<file path="src/rtl/psram_ctrl_pkg.sv">
package psram_ctrl_pkg;

  // Per-cycle commands from the sequencer to the pin datapath.
  typedef struct packed {
    logic ceLow;
    logic oeLow;
    logic weLow;
    logic dqDrive;
    logic loadReq;
    logic capture;
  } pinStrobe_t;

  function automatic int ceilDiv(input int num, input int den);
    return (num + den - 1) / den;
  endfunction

  function automatic int maxOf(input int a, input int b);
    return (a > b) ? a : b;
  endfunction

endpackage

</file>
<file path="src/rtl/psram_ctrl_seq.sv">
module psram_ctrl_seq
  import psram_ctrl_pkg::*;
#(
  parameter int WP_CYC  = 12,
  parameter int ACC_CYC = 17,
  parameter int RD_LEN  = 18,
  parameter int WR_LEN  = 18,
  parameter int GAP_LEN = 3
) (
  input  logic       clk,
  input  logic       rstN,
  input  logic       reqValid,
  input  logic       reqWrite,
  output logic       reqReady,
  output pinStrobe_t stb
);

  localparam int CNT_W = $clog2(maxOf(maxOf(RD_LEN, WR_LEN), GAP_LEN) + 1);
  localparam logic [CNT_W-1:0] GAP_LAST = CNT_W'(GAP_LEN - 1);
  localparam logic [CNT_W-1:0] RD_LAST  = CNT_W'(RD_LEN - 1);
  localparam logic [CNT_W-1:0] WR_LAST  = CNT_W'(WR_LEN - 1);
  localparam logic [CNT_W-1:0] WP_V     = CNT_W'(WP_CYC);
  localparam logic [CNT_W-1:0] ACC_V    = CNT_W'(ACC_CYC);

  typedef enum logic [1:0] {S_GAP, S_IDLE, S_ACC} seqState_t;

  seqState_t        state;
  logic [CNT_W-1:0] cnt;
  logic             isWrite;
  logic [CNT_W-1:0] accLast;

  assign accLast  = isWrite ? WR_LAST : RD_LAST;
  assign reqReady = (state == S_IDLE);

  always_ff @(posedge clk or negedge rstN) begin
    if (!rstN) begin
      state   <= S_GAP;
      cnt     <= '0;
      isWrite <= 1'b0;
    end else begin
      unique case (state)
        S_GAP: begin
          if (cnt == GAP_LAST) begin
            state <= S_IDLE;
            cnt   <= '0;
          end else begin
            cnt <= cnt + 1'b1;
          end
        end
        S_IDLE: begin
          if (reqValid) begin
            state   <= S_ACC;
            cnt     <= '0;
            isWrite <= reqWrite;
          end
        end
        S_ACC: begin
          if (cnt == accLast) begin
            state <= S_GAP;
            cnt   <= '0;
          end else begin
            cnt <= cnt + 1'b1;
          end
        end
        default: begin
          state <= S_GAP;
          cnt   <= '0;
        end
      endcase
    end
  end

  always_comb begin
    stb         = '0;
    stb.ceLow   = (state == S_ACC);
    stb.oeLow   = (state == S_ACC) && !isWrite;
    stb.weLow   = (state == S_ACC) && isWrite && (cnt < WP_V);
    stb.dqDrive = stb.weLow;
    stb.loadReq = (state == S_IDLE) && reqValid;
    stb.capture = (state == S_ACC) && !isWrite && (cnt == ACC_V);
  end

  // an accepted request opens an access on the very next cycle
  assert_accept_starts_R2: assert property (@(posedge clk) disable iff (!rstN)
    stb.loadReq |=> (stb.ceLow && !reqReady));

  // sampling only happens inside a read with outputs enabled
  assert_capture_in_read_R4: assert property (@(posedge clk) disable iff (!rstN)
    stb.capture |-> (stb.ceLow && stb.oeLow && !stb.weLow));

  // no new request is taken while an access is running
  assert_busy_not_ready_R2: assert property (@(posedge clk) disable iff (!rstN)
    stb.ceLow |-> !reqReady);

endmodule

</file>
<file path="src/rtl/psram_ctrl_dp.sv">
module psram_ctrl_dp
  import psram_ctrl_pkg::*;
#(
  parameter int ADDR_W  = 20,
  parameter int DATA_W  = 16,
  parameter int GAP_LEN = 3,
  parameter int WR_CYC  = 3,
  parameter int CAP_CYC = 250
) (
  input  logic              clk,
  input  logic              rstN,
  input  pinStrobe_t        stb,
  input  logic [ADDR_W-1:0] reqAddr,
  input  logic [DATA_W-1:0] reqWdata,
  input  logic [1:0]        reqBe,
  output logic [DATA_W-1:0] rdData,
  output logic              rdValid,
  output logic [ADDR_W-1:0] memAddr,
  output logic              memCeN,
  output logic              memOeN,
  output logic              memWeN,
  output logic              memLbN,
  output logic              memUbN,
  output logic [DATA_W-1:0] memDqOut,
  output logic              memDqOe,
  input  logic [DATA_W-1:0] memDqIn
);

  logic [1:0] beQ;

  always_ff @(posedge clk or negedge rstN) begin
    if (!rstN) begin
      memAddr  <= '0;
      memDqOut <= '0;
      beQ      <= '0;
      memCeN   <= 1'b1;
      memOeN   <= 1'b1;
      memWeN   <= 1'b1;
      memLbN   <= 1'b1;
      memUbN   <= 1'b1;
      memDqOe  <= 1'b0;
      rdData   <= '0;
      rdValid  <= 1'b0;
    end else begin
      if (stb.loadReq) begin
        memAddr  <= reqAddr;
        memDqOut <= reqWdata;
        beQ      <= reqBe;
      end
      memCeN  <= !stb.ceLow;
      memOeN  <= !stb.oeLow;
      memWeN  <= !stb.weLow;
      memDqOe <= stb.dqDrive;
      memLbN  <= !(stb.ceLow && (stb.oeLow || beQ[0]));
      memUbN  <= !(stb.ceLow && (stb.oeLow || beQ[1]));
      rdValid <= stb.capture;
      if (stb.capture) rdData <= memDqIn;
    end
  end

  // Pin-level run-length counters feeding the timing assertions below.
  localparam int MON_W = $clog2(CAP_CYC + 2);
  localparam logic [MON_W-1:0] CAP_V = MON_W'(CAP_CYC);
  localparam logic [MON_W-1:0] GAP_V = MON_W'(GAP_LEN);
  localparam logic [MON_W-1:0] WR_V  = MON_W'(WR_CYC);
  localparam logic [MON_W-1:0] SAT_V = '1;

  logic [MON_W-1:0] ceLowCnt;
  logic [MON_W-1:0] ceHighCnt;
  logic [MON_W-1:0] recovCnt;

  always_ff @(posedge clk or negedge rstN) begin
    if (!rstN) begin
      ceLowCnt  <= '0;
      ceHighCnt <= '0;
      recovCnt  <= '0;
    end else begin
      ceLowCnt  <= memCeN ? '0 : ((ceLowCnt == SAT_V) ? SAT_V : ceLowCnt + 1'b1);
      ceHighCnt <= !memCeN ? '0 : ((ceHighCnt == SAT_V) ? SAT_V : ceHighCnt + 1'b1);
      recovCnt  <= (memCeN || !memWeN) ? '0
                 : ((recovCnt == SAT_V) ? SAT_V : recovCnt + 1'b1);
    end
  end

  // output-disable style hold never reaches the 1 us cap
  assert_ce_low_cap_R9: assert property (@(posedge clk) disable iff (!rstN)
    !memCeN |-> (ceLowCnt < CAP_V));

  // guard interval with chip enable high before each new access
  assert_ce_gap_R8: assert property (@(posedge clk) disable iff (!rstN)
    $fell(memCeN) |-> (ceHighCnt >= GAP_V));

  // write and output enable stay high right after chip enable rises
  assert_quiet_after_ce_R8: assert property (@(posedge clk) disable iff (!rstN)
    $rose(memCeN) |-> (memWeN && memOeN));

  // write recovery before chip enable rises
  assert_write_recovery_R7: assert property (@(posedge clk) disable iff (!rstN)
    $rose(memCeN) |-> (recovCnt >= WR_V));

  // write enable only inside a chip-enable window
  assert_we_in_ce_R5: assert property (@(posedge clk) disable iff (!rstN)
    !memWeN |-> !memCeN);

  // bus driver off whenever the memory may drive
  assert_bus_release_R6: assert property (@(posedge clk) disable iff (!rstN)
    !memOeN |-> !memDqOe);

  // reads enable both byte lanes
  assert_read_lanes_R10: assert property (@(posedge clk) disable iff (!rstN)
    (!memCeN && !memOeN) |-> (!memLbN && !memUbN));

endmodule

</file>
<file path="src/rtl/psram_async_ctrl.sv">
module psram_async_ctrl
  import psram_ctrl_pkg::*;
#(
  parameter int ADDR_W           = 20,
  parameter int DATA_W           = 16,
  parameter int CLK_NS           = 4,
  parameter int T_CYCLE_NS       = 70,
  parameter int T_WE_PULSE_NS    = 45,
  parameter int T_WE_RECOV_NS    = 10,
  parameter int T_DATA_SETUP_NS  = 15,
  parameter int T_ACCESS_NS      = 65,
  parameter int T_CE_HIGH_NS     = 12,
  parameter int T_WE_GUARD_NS    = 10,
  parameter int T_OE_SETUP_NS    = 12,
  parameter int T_OUT_DIS_MAX_NS = 1000
) (
  input  logic              clk,
  input  logic              rstN,
  input  logic              reqValid,
  output logic              reqReady,
  input  logic              reqWrite,
  input  logic [ADDR_W-1:0] reqAddr,
  input  logic [DATA_W-1:0] reqWdata,
  input  logic [1:0]        reqBe,
  output logic [DATA_W-1:0] rdData,
  output logic              rdValid,
  output logic [ADDR_W-1:0] memAddr,
  output logic              memCeN,
  output logic              memOeN,
  output logic              memWeN,
  output logic              memLbN,
  output logic              memUbN,
  output logic [DATA_W-1:0] memDqOut,
  output logic              memDqOe,
  input  logic [DATA_W-1:0] memDqIn
);

  localparam int CYC_CYC = ceilDiv(T_CYCLE_NS, CLK_NS);
  localparam int WP_CYC  = maxOf(ceilDiv(T_WE_PULSE_NS, CLK_NS),
                                 ceilDiv(T_DATA_SETUP_NS, CLK_NS));
  localparam int WR_CYC  = ceilDiv(T_WE_RECOV_NS, CLK_NS);
  localparam int ACC_CYC = ceilDiv(T_ACCESS_NS, CLK_NS);
  localparam int RD_LEN  = maxOf(CYC_CYC, ACC_CYC + 1);
  localparam int WR_LEN  = maxOf(CYC_CYC, WP_CYC + WR_CYC);
  localparam int GAP_LEN = maxOf(maxOf(ceilDiv(T_CE_HIGH_NS, CLK_NS),
                                       ceilDiv(T_WE_GUARD_NS, CLK_NS)),
                                 ceilDiv(T_OE_SETUP_NS, CLK_NS));
  localparam int CAP_CYC = T_OUT_DIS_MAX_NS / CLK_NS;

  pinStrobe_t stb;

  psram_ctrl_seq #(
    .WP_CYC (WP_CYC),
    .ACC_CYC(ACC_CYC),
    .RD_LEN (RD_LEN),
    .WR_LEN (WR_LEN),
    .GAP_LEN(GAP_LEN)
  ) u_seq (
    .clk     (clk),
    .rstN    (rstN),
    .reqValid(reqValid),
    .reqWrite(reqWrite),
    .reqReady(reqReady),
    .stb     (stb)
  );

  psram_ctrl_dp #(
    .ADDR_W (ADDR_W),
    .DATA_W (DATA_W),
    .GAP_LEN(GAP_LEN),
    .WR_CYC (WR_CYC),
    .CAP_CYC(CAP_CYC)
  ) u_dp (
    .clk     (clk),
    .rstN    (rstN),
    .stb     (stb),
    .reqAddr (reqAddr),
    .reqWdata(reqWdata),
    .reqBe   (reqBe),
    .rdData  (rdData),
    .rdValid (rdValid),
    .memAddr (memAddr),
    .memCeN  (memCeN),
    .memOeN  (memOeN),
    .memWeN  (memWeN),
    .memLbN  (memLbN),
    .memUbN  (memUbN),
    .memDqOut(memDqOut),
    .memDqOe (memDqOe),
    .memDqIn (memDqIn)
  );

endmodule

</file>
<file path="config.mk">
export PLATFORM = sky130hd
export DESIGN_NAME = psram_async_ctrl
export DESIGN_NICKNAME = d
export VERILOG_FILES = /design/src/rtl/psram_ctrl_pkg.sv /design/src/rtl/psram_ctrl_seq.sv /design/src/rtl/psram_ctrl_dp.sv /design/src/rtl/psram_async_ctrl.sv
export SDC_FILE = /design/constraint.sdc
export NUM_CORES = 1
export LEC_CHECK = 0
export ABC_AREA = 1
export CAP_MARGIN = 10
export CELL_PAD_IN_SITES_DETAIL_PLACEMENT = 0
export CELL_PAD_IN_SITES_GLOBAL_PLACEMENT = 2
export CORE_MARGIN = 2
export CORE_UTILIZATION = 21
export DETAILED_ROUTE_END_ITERATION = 12
export PLACE_DENSITY = 0.79
export SETUP_SLACK_MARGIN = 0.02
export SKIP_LAST_GASP = 1
export SLEW_MARGIN = 20
export SYNTH_ARGS = -nofsm -noshare
export SYNTH_HDL_FRONTEND = slang
export SYNTH_SLANG_ARGS = --single-unit
</file>
<file path="constraint.sdc">
create_clock -name clk -period 1.24 [get_ports clk]
set_input_delay 0.31 -clock clk [delete_from_list [all_inputs] [get_ports clk]]
set_output_delay 0.31 -clock clk [all_outputs]
set_load 0.02 [all_outputs]
</file>
# Word level (Yosys, flattened, before mapping)
# Index checks and enable logic that the tools add are counted.
# Widths: inputs -> output; s select.
# word_totals
ff_bits	69
latchBits	0
mem_bits_rw	0
rom_bits	0
input_bits	58
out_inout_bits	60
word_cells	49
mem_count	0
# op_classes
n_addsub	1
n_mul	0
n_div	0
magnitude_cmp	1
n_eq_ne	7
n_shift	0
mux	8
n_bitwise	0
reduce_logical	18
# ops
operator	n
$mux 5	3
$pmux 5 s3	1
$logic_and 1x1->1	7
$logic_not 1->1	6
$mux 2	3
$pmux 2 s3	1
$add 5x1->5 const B	1
$eq 5x2->1 const B	1
$eq 5x5->1 const B	1
$lt 5x4->1 const B	1
$ne 2x2->1 const B	2
$reduce_and 3->1	1
$eq 2x1->1 const B	1
$eq 2x2->1 const B	1
$logic_not 2->1	1
$logic_or 1x1->1	2
$ne 2x1->1 const B	1
$reduce_and 2->1	1

# Logic depth before layout (Yosys ltp)
# Gate-level depths: netlist of run 1.
# depth
word_depth	5
ltp_mapped	9
ltp_nobuf	9

# By module
# From an unflattened synthesis of run 1, not the netlist that was laid out.
# hier_totals
cells_unflattened	310
hier_area_um2	2767.7
# by_module_without_submodules
mod	n_inst	cells_per_inst	area_per_inst_um2
psram_ctrl_dp	1	241	2257.2
psram_ctrl_seq	1	69	510.5

# Least setup slack after synthesis of run 1
# Ideal clock, no wire load.
# synth_path
path_kind	register to register
from	register u_seq.cnt[1]
to	register u_dp.rdData[10]
setup_ps	116
arrival_time_ps	1169
required_ps	1124
slack_ps	-46
path_stages_with_launch	9
path_buffers	1
synth_period_minus_slack_ps	1286
cell_sequence	dfrtp_1 inv_1 ha_1 nand2_2 nor2_2 nand2_4 buf_4 nand2_1 nand2_1
# synth_via
elab_chain_len	2
# synth_rtl
element	line	text
start, declared	psram_ctrl_seq.sv:28	logic [CNT_W-1:0] cnt;
start signal, assigned	psram_ctrl_seq.sv:47	cnt <= cnt + 1'b1;
start signal, assigned	psram_ctrl_seq.sv:62	cnt <= cnt + 1'b1;
$eq 5x5->1	psram_ctrl_seq.sv:80	stb.capture = (state == S_ACC) && !isWrite && (cnt == ACC_V);
$logic_and 1x1->1	psram_ctrl_seq.sv:80	
end signal, assigned	psram_ctrl_dp.sv:57	if (stb.capture) rdData <= memDqIn;
end, declared	psram_ctrl_dp.sv:16	output logic [DATA_W-1:0] rdData,
# Every way passes these cells.
# A chain may end at the register's enable or synchronous reset.

# Worst setup path after layout of run 1
# layout_path
from	register u_seq.state[1]
to	output reqReady
# layout_via
elab_chain_len	1
# layout_rtl
element	line	text
start, declared	psram_ctrl_seq.sv:27	seqState_t state;
start signal, assigned	psram_ctrl_seq.sv:37	state <= S_GAP;
start signal, assigned	psram_ctrl_seq.sv:44	state <= S_IDLE;
start signal, assigned	psram_ctrl_seq.sv:52	state <= S_ACC;
$eq 2x1->1	psram_ctrl_seq.sv:33	assign reqReady = (state == S_IDLE);
end, declared	psram_async_ctrl.sv:20	output logic reqReady,
# Every way passes these cells.

==> impl_results.md, run 1 <==
* Clock group share of total power at 22.3%
* Clock latency on the worst-skew pair at 330 ps
* Root Buffer: clkbuf_16
* Slowest CP cell: dfrtp_1
* Critical path startpoint: u_seq.state[1]$_DFFE_PN0P_
* Worst Path Max Fanout at 4
* Vias per cell at 4.07
* Comb power frac at 42.2%
* Final Hold Fails at 0
* Failing checks: setup timing
* CTS Buffer Depth at 2
* Syn-to-layout area delta at 78.2%
* Synthesized cell area at 0.00281 mm^2
* Synth cell types at 20
* Drt first pass iters at 4
* Share of cells above drive strength 1 at 42.0%
* Per-cell routed wire length at roughly 14 um
* First-pass GRT wire length at 13.1 mm
* Achievable clock frequency at 740 MHz
* Avg Cell Area, Syn at 8.96 um^2
* Sw Ratio at 37.2%
* Int Power at 6.48 mW
* Hold Path Class: in -> async
* Total GRT Usage at 11.6%
* Htree depth at 3
* Synthesis Warnings at 0
* Antenna Violating Nets Remaining at 0
* Power, Total at about 10 mW
* Peak supply drop at 0.000973 V
* Sequential power share at a little over a third
* Via Count at 2674
* Worst Path Required at a little over 900 ps
* First DRT Iteration DRCs at a little over 90
* CTS tree: yes
* Die area at 0.0143 mm^2
* Die X at roughly 120 um
* Slew margin rel. at 70.7%
* Starting density of the core at 21.4%
* Crit Path Class: reg -> out
* Pwr Density at 2060 mW/mm^2
* ANT cells at 0
* Total grt overflow at 0
* I/O Buffers at between 100 and 150
* Post-synthesis sequential area ratio at around 60%
* Setup WS post-layout at -112 ps
* Fill count at ~1400
* Sequential Area at 0.00173 mm^2
* DRC at 0
* # rows at 42
* CTS clk-pin slew, worst paths at 60 ps
* Height of the die at 120 um
* RSZ-0062 raised after global routing: yes
* Maxcap violations at 0
* Synthesized flop and latch total at between 60 and 70
* Antenna violations before repair at 0
* Crit-path cells: inv_1 > nand2_2 > inv_4 > buf_6
* Tmin final at 1350 ps
* Cells after Synth at 314
* Sum of negative setup slack at -3210 ps
* Fin nets at 537
* Final Routed Wirelength at 9.04 mm
* Worst clock skew at just under 8 ps
* Post-synth top area cell: dfrtp_1
* Largest net degree at the start of global routing at 33
* Net switching power at between 3 and 4 mW
* Worst r2r src: u_seq.cnt[1]$_DFFE_PN0P_
* Status: finished, violations left
* CORE AREA at 0.0131 mm^2
* Worst setup SP type: register
* CP peak stage delay at around 380 ps
* Worst-margin pin slew at 438 ps
* Synth area leaders: dfrtp_1 (57%), nand2_1 (20%), nand3_1 (7.7%)
* CP Capture Type: output pin
* Worst Path Arrival at roughly 1000 ps
* Ports at 118
* Multi-input logic area at 0.00123 mm^2
* Max Transition Viols Final at 0
* Share of the synthesized area in the top cell type at 56.9%
* Syn_nets at 375
* Count of final setup violators at 60
* GPL Wtd Cong at 0.765
* Num CTS Buffers at 9
* Vias in the first global route at 2582
* Pre-CTS setup slack at -278 ps
* Fin crit share at 109%
* Sink Count at between 60 and 70
* HPWL Detailed at around 5.6 mm
* P_leak at 2.43 nW
## per-layer routing
metal  wire (um)  share of wire, %  global-route usage [%]
met5           0                 0                       0
met4          68              0.75                    2.65
met3         542               6.0                    4.75
met2        4520                50                    19.2
met1        3900                43                    14.3
## cells in the mapped netlist
cell type    n
nand2_4      1
nand3_1     43
dfrtp_1     64
buf_12       1
xor2_1       1
dfstp_2      5
clkbuf_1     2
nand2_2      5
inv_2        2
inv_1       15
o21ai_0      3
ha_1         3
nand2_1    148
nor2_2       2
buf_4        3
nand4_1      1
inv_6        1
a21oi_1      1
nor2_1       5
buf_2        8
## path summary, 6_finish.rpt
kind,slack [ps],cells past startpoint,to
max reg2reg,-80,8,u_dp.rdData[15]$_DFFE_PN0P_
min in group clk,440,1,u_dp.memLbN$_DFF_PN1_
max,-110,4,reqReady
min,430,2,u_dp.memDqOut[6]$_DFFE_PN0P_
min reg2reg,440,1,u_dp.memLbN$_DFF_PN1_
max in group asynchronous,300,3,u_dp.memWeN$_DFF_PN1_
## placed cells by master, fill, tap and decap left out, types with 4 or more instances in the layout
master	n
buf_6	14
nand2_2	43
nand2_4	20
dfrtp_1	64
buf_12	6
inv_1	15
nand2_1	89
nor2_4	4
nand3_1	41
buf_2	50
clkbuf_1	4
inv_4	4
buf_4	29
clkbuf_16	14
dfstp_2	5
clkdlybuf4s50_1	56
## state kept, by name, summed over array words and instances, names as in the netlist
| signal | cells |
|---|---|
| u_seq.state | 2 |
| u_dp.memOeN | 1 |
| u_seq.cnt | 5 |
| u_dp.memDqOe | 1 |
| u_dp.memLbN | 1 |
| u_dp.memWeN | 1 |
| u_dp.rdData | 16 |
| u_seq.isWrite | 1 |
| u_dp.memCeN | 1 |
| u_dp.rdValid | 1 |
| u_dp.memUbN | 1 |
| u_dp.memAddr | 20 |
| u_dp.memDqOut | 16 |
| u_dp.beQ | 2 |
## cell families after synthesis
family,synth area share [%]
AOI/OAI and AO/OA,0.711
buffers and inverters,5.78
adders and majority gates,1.33
DFF,61.6
and+or+nand+nor,30.2
xor gates and xnor gates,0.311
## metrics by stage
step	util, %	instances	cell area (um^2)	hold WS [ps]
3_3_place_gp	32.8	612	4310	232
3_5_place_dp	32.8	612	4310	231
2_1_floorplan	-	314	2820	14.4
6_report	38.2	657	5010	433
5_1_grt	38.2	657	5010	463
4_1_cts	33.8	638	4440	426
## critical path, delay by kind of cell, from the launching register on
kind                   cells  cell delay (ps)
AND/OR/NAND/NOR            1               70
flip-flops                 1              380
buffers and inverters      3              270
## final cells by class
class	instances	area share [%]
Sequential cell	69	34.6
Clock buffer	14	5.07
Clock inverter	2	0.200
Timing Repair inverter	2	0.250
Multi-Input combinational cell	213	24.6
Inverter	18	1.60
Tap cell	176	4.39
Timing Repair Buffer	163	29.4
## power groups by stage
stage                     sequential, mW  combinational (mW)  clock [mW]
after floorplan                     4.32               0.998           0
after global placement              3.53                3.88           0
after detailed placement            3.52                3.93           0
after CTS                           3.50                3.50        2.40
after global routing                3.75                4.73        2.51
final                               3.66                4.36        2.31
## what timing repair did
| item | 4_1_cts | 5_1_grt |
|---|---|---|
| setup endpoints to repair | 120 | 74 |
| setup buffers | 7 | 11 |
| endpoints found under the hold margin | 18 | 0 |
| hold buffers | 1 | 0 |
| pin swaps | 5 | 4 |
| gates cloned | 2 | 8 |
| gates resized for setup | 269 | 94 |
No activity file was read; power rests on OpenSTA's default activity.
==> run 2: changes to the inputs <==
--- a/config.mk
+++ b/config.mk
@@ -11,3 +11,2 @@
 export CELL_PAD_IN_SITES_GLOBAL_PLACEMENT = 2
-export CORE_MARGIN = 2
 export CORE_UTILIZATION = 21
--- a/constraint.sdc
+++ b/constraint.sdc
@@ -3,2 +3,2 @@
 set_output_delay 0.31 -clock clk [all_outputs]
-set_load 0.02 [all_outputs]
+set_load 0.1 [all_outputs]
==> run 2 against run 1 <==
  * The flow still finishes with violations (setup timing)
  * Highest routed layer unchanged
  * Global-route usage rose by 1.1 points
  * Total power rose by 67%
  * Worst hold slack got worse by 43 ps
  * Largest power group unchanged
  * Clock power rose by 21%
  * Via count rose by 4.9%
  * Sequential share of layout area fell by 5.9 points
  * Combinational power rose by 140%
==> impl_results.md, run 2 (synthesis results as in run 1) <==
* Commonest non-fill, non-tap cell in the layout: nand2_1
* Max reg flops at 20
* Biggest regs: u_dp.memAddr x20, u_dp.memDqOut x16, u_dp.rdData x16
* Achievable clock frequency at 720 MHz
* Ports at between 100 and 150
* Largest Register: u_dp.memAddr
* Maxcap violations at 0
* Sink Count at 69
* Sequential power share at 22.7%
* CP top delay family: flip-flops
* CTS clk-pin slew, worst paths at ~60 ps
* CTS tree: yes
* Root Buffer: clkbuf_16
* Fin cells at a little under 700
* GPL Wtd Cong at roughly 0.8
* Per-cell routed wire length at between 10 and 15 um
* Vias per cell at 4.13
* Crit-path cells: inv_1 > nand2_2 > inv_4 > buf_12
* Hold Path Class: in -> async
* Total GRT Usage at 12.7%
* Worst Path Required at between 900 and 1000 ps
* ANT cells at 0
* Die X at 118 um
* P_leak at 2.90 nW
* Failing checks: setup timing
* Max Transition Viols Final at 0
* Peak supply drop at 0.00208 V
* Height of the die at 118 um
* Int Power at 8.99 mW
* Net switching power at around 8.3 mW
* Largest net degree at the start of global routing at 34
* Crit Path Class: reg -> out
* Drt first pass iters at 4
* RSZ-0062 raised after global routing: yes
* CORE AREA at approximately 0.013 mm^2
* Vias in the first global route at ~2700
* Final Routed Wirelength at slightly above 9 mm
* Setup WS post-layout at -149 ps
* I/O Buffers at 117
* Power, Total at 17.3 mW
* Count of final setup violators at 69
* Htree depth at 3
* Total grt overflow at 0
* First DRT Iteration DRCs at 86
* Fin nets at 564
* CP Capture Type: output pin
* Buf+Inv Stages, Crit Path at 3
* Clock latency on the worst-skew pair at roughly 320 ps
* Antenna Violating Nets Remaining at 0
* Pre-CTS setup slack at -79.8 ps
* Worst clock skew at 5.67 ps
* Syn-to-layout area delta at 115%
* Fin crit share at 112%
* Worst Path Max Fanout at 2
* CTS Buffer Depth at 2
* Slowest CP cell: dfrtp_1
* Placed cells at 604
* Worst Path Arrival at 1080 ps
* Worst-margin pin slew at approximately 330 ps
* CP peak stage delay at 380 ps
* DRC at 0
* HPWL Detailed at 5.78 mm
* Pwr Density at 2850 mW/mm^2
* Commonest cells after routing, fill and taps aside: nand2_1 (80), nand2_2 (63), buf_12 (63)
* Clock group share of total power at 16.2%
* Status: finished, violations left
* First-pass GRT wire length at 13.9 mm
* Final Hold Fails at 0
* Comb power frac at 61.1%
* Tmin final at 1390 ps
* Share of cells above drive strength 1 at 48.6%
* Starting density of the core at a little over a fifth
* Via Count at 2806
* Worst setup SP type: register
* Slew margin rel. at 78.3%
* Sw Ratio at 48.0%
* Num CTS Buffers at 9
* Sum of negative setup slack at -4170 ps
* # rows at 41
* Antenna violations before repair at 0
* Fill count at 1198
* Die area at 0.0139 mm^2
==> run 2: changes by cell type in the layout (fill, tap and decap cells not counted), sizes merged <==
cell and change:
buf +29, clkbuf -4, bufinv +2, clkdlybuf4s50 -1, clkinv +1, inv -1, nand2 +1
==> run 2: layer usage <==
layer  vias to the layer above  GRT usage (%)  share of wire (%)
met3                         7           4.51                6.9
li1                       1358              -                  -
met5                         -              0                  0
met2                        94           21.5                 50
met1                      1347           15.1                 42
met4                         0           3.61               0.71
==> run 2: through the flow <==
| stage | instance area [um^2] | hold WS, ps | util [%] |
|---|---|---|---|
| detailed placement | 4860 | 198 | 37.9 |
| global route | 6060 | 402 | 47.3 |
| floorplan | 2820 | 14.4 | - |
| CTS | 5510 | 331 | 43.0 |
| global placement | 4860 | 194 | 37.9 |
| finish | 6060 | 390 | 47.3 |
==> run 2: final cells by class <==
cell class / count / area (um^2) / share of cell area (%)
Tap cell: 172 / 215 / 3.55
Timing Repair inverter: 2 / 25.0 / 0.413
Sequential cell: 69 / 1740 / 28.6
Timing Repair Buffer: 189 / 2460 / 40.6
Multi-Input combinational cell: 214 / 1220 / 20.1
Clock buffer: 12 / 256 / 4.23
Inverter: 18 / 80.1 / 1.32
Clock inverter: 4 / 70.1 / 1.16
==> run 2: what timing repair did <==
action,in CTS,in global routing
hold buffers,1,0
setup endpoints to repair,78,122
resized for setup,41,78
endpoints found under the hold margin,13,0
setup buffers,22,31
gates cloned,3,4
pin swaps,9,15
==> run 2: final timing paths <==
path | from | end | depth (start not counted) | slack [ps]
setup / recovery | u_seq.state[1]$_DFFE_PN0P_ | reqReady | 4 | -150
hold / removal | rstN | u_dp.memAddr[10]$_DFFE_PN0P_ | 2 | 390
setup reg to reg | u_seq.cnt[1]$_DFFE_PN0P_ | u_dp.rdData[10]$_DFFE_PN0P_ | 8 | -130
hold reg to reg | u_dp.beQ[1]$_DFFE_PN0P_ | u_dp.memUbN$_DFF_PN1_ | 1 | 430
max in group asynchronous | rstN | u_dp.memOeN$_DFF_PN1_ | 3 | 360
min in group clk | reqValid | u_seq.state[0]$_DFFE_PN0P_ | 4 | 410
==> run 2: worst register-to-register path, cell delays in order, from the launching register on <==
cell     delay [ps]
dfrtp_1         380
inv_1            60
ha_2            160
nand2_2          70
nor2_4          230
nand2_4         170
inv_8           120
nand2_1          60
nand2_1          60
==> run 2: power by group through the flow <==
stage / combinational [mW] / sequential (mW) / clock (mW)
after floorplan: 1.05 / 8.24 / 0
after global placement: 9.24 / 3.91 / 0
after detailed placement: 9.29 / 3.92 / 0
after CTS: 9.68 / 3.90 / 2.87
after global routing: 10.9 / 4.01 / 3.00
final: 10.6 / 3.92 / 2.80
==> run 3: changes to the inputs <==
ABC_CLOCK_PERIOD_IN_PS = 1240   (was unset)
GPL_TIMING_DRIVEN = 0   (was unset)
==> run 3 against run 2 <==
  * The flow still finishes with violations (setup timing)
  * Critical path depth unchanged
  * Maximum frequency shrank 5.8%
  * Sequential power decreased by 1%
  * Sequential share of layout area up 2.8 points
  * Global-route usage increased by 0.073 points
  * Die area unchanged
  * Cell count fell by 5.3%
==> impl_results.md, run 3 (synthesis results as in run 1) <==
* Status: finished, violations left
* Failing checks: setup timing
* I/O Buffers at 117
* Htree depth at 3
* Worst setup SP type: register
* Total grt overflow at 0
* Tmin final at 1470 ps
* Fin nets at between 500 and 600
* Sink Count at 69
* Maxcap violations at 0
* First-pass GRT wire length at 13.9 mm
* CP peak stage delay at 410 ps
* Antenna violations before repair at 0
* DRC at 0
* Peak supply drop at 0.00145 V
* Achievable clock frequency at 678 MHz
* CP top delay family: flip-flops
* Crit-path cells: nand2_2 > inv_4 > buf_8 > buf_12
* Max reg flops at 20
* Share of cells above drive strength 1 at 33.9%
* GPL Wtd Cong at ~0.70
* Pwr Density at 2940 mW/mm^2
* Vias in the first global route at 2785
* RSZ-0062 raised after global routing: yes
* Buf+Inv Stages, Crit Path at 3
* Slowest CP cell: dfrtp_1
* CTS tree: yes
* Worst Path Required at 930 ps
* Num CTS Buffers at 9
* Count of final setup violators at 36
* Commonest non-fill, non-tap cell in the layout: nand2_1
* Hold Path Class: reg -> reg
* Final Routed Wirelength at 8.42 mm
* Fin crit share at 119%
* Syn-to-layout area delta at 96.0%
* HPWL Detailed at 5.60 mm
* Ports at 118
* Via Count at 2580
* Height of the die at 118 um
* Slew margin rel. at approximately two thirds
* Worst-margin pin slew at 498 ps
* Final Util at 43.0%
* Largest Register: u_dp.memAddr
* Biggest regs: u_dp.memAddr x20, u_dp.memDqOut x16, u_dp.rdData x16
* Worst clock skew at 6.99 ps
* CORE AREA at 0.0128 mm^2
* Largest net degree at the start of global routing at 38
* Pre-CTS setup slack at -972 ps
* Crit Path Class: reg -> out
* CP Capture Type: output pin
* Placed cell area at 0.00423 mm^2
* First DRT Iteration DRCs at 71
* P_leak at 2.66 nW
* Starting density of the core at 21.9%
* Worst hold slack at 433 ps
* # rows at between 40 and 50
* Die X at ~120 um
* ANT cells at 0
* Commonest cells after routing, fill and taps aside: nand2_1 (126), dfrtp_1 (63), buf_12 (62)
* Drt first pass iters at 4
* Setup WS post-layout at -234 ps
* CTS Buffer Depth at 2
* CTS clk-pin slew, worst paths at 50 ps
* Max Transition Viols Final at 0
* Clock latency on the worst-skew pair at 320 ps
* Antenna Violating Nets Remaining at 0
* Total GRT Usage at 12.8%
* Per-cell routed wire length at 13.1 um
* Die area at about 0.014 mm^2
* Design Area, Final at 0.00551 mm^2
* Power, Total at between 15 and 20 mW
* Worst Path Max Fanout at 4
* Final Hold Fails at 0
* Vias per cell at 4.01
* Root Buffer: clkbuf_16
* Fill count at 1227
* Worst Path Arrival at 1160 ps
## run 3: worst reg2reg max path, cell delays in order, from the launching register on
cell     delay, ps
dfrtp_1        400
inv_1           70
ha_2           160
nand2_2         70
nor2_4         110
nand2_4         90
inv_6           90
buf_12         110
buf_12         110
nand2_2         50
nand2_1         50
## run 3: per-stage QoR
| step | instances | TNS (ps) |
|---|---|---|
| finish | 644 | -1910 |
| floorplan | 314 | 0 |
| detailed placement | 604 | -48190 |
| global route | 644 | -6320 |
| global placement | 603 | -226110 |
| CTS | 644 | -3160 |
## run 3: cell type report
cell class	count	area, um^2	share of cell area (%)
plain buffers	13	120	2.18
multi-input cells	213	1020	18.5
clock inverters	4	72.6	1.32
well taps	172	215	3.90
repair buffers	143	2030	36.8
clock buffers	12	246	4.47
flip-flops and latches	69	1730	31.4
inverters	18	77.6	1.41
## run 3: power by group
part	total, mW	leakage (nW)	switching, mW	internal, mW
Clock	2.74	0.153	0.924	1.81
Sequential	3.88	0.796	0.803	3.08
Combinational	9.62	1.71	6.20	3.42
Total	16.2	2.66	7.92	8.31
## run 3: per-layer routing
| layer | vias to the layer above | global-route usage [%] | share of wire, % |
|---|---|---|---|
| li1 | 1280 | - | - |
| met1 | 1206 | 15.0 | 44 |
| met2 | 85 | 21.2 | 47 |
| met3 | 9 | 4.70 | 7.0 |
| met4 | 0 | 4.81 | 1.3 |
| met5 | - | 0 | 0 |
## run 3: final timing paths
path | from | slack (ps) | endpoint | depth (start not counted)
worst min register to register | u_dp.beQ[0]$_DFFE_PN0P_ | 430 | u_dp.memLbN$_DFF_PN1_ | 1
worst max register to register | u_seq.cnt[1]$_DFFE_PN0P_ | -110 | u_dp.rdData[12]$_DFFE_PN0P_ | 10
min in group asynchronous | rstN | 480 | u_dp.memAddr[13]$_DFFE_PN0P_ | 2
max in group asynchronous | rstN | 140 | u_dp.memUbN$_DFF_PN1_ | 3
worst min-delay path | u_dp.beQ[0]$_DFFE_PN0P_ | 430 | u_dp.memLbN$_DFF_PN1_ | 1
worst max-delay path | u_seq.state[0]$_DFFE_PN0P_ | -230 | reqReady | 4
## run 3: what timing repair did
| action | 4_1_cts | 5_1_grt |
|---|---|---|
| hold buffers | 1 | 0 |
| cloned | 1 | 0 |
| gates resized for setup | 557 | 46 |
| pin swaps | 2 | 7 |
| hold endpoints to repair | 32 | 0 |
| endpoints found under the setup margin | 110 | 122 |
| setup buffers | 24 | 3 |
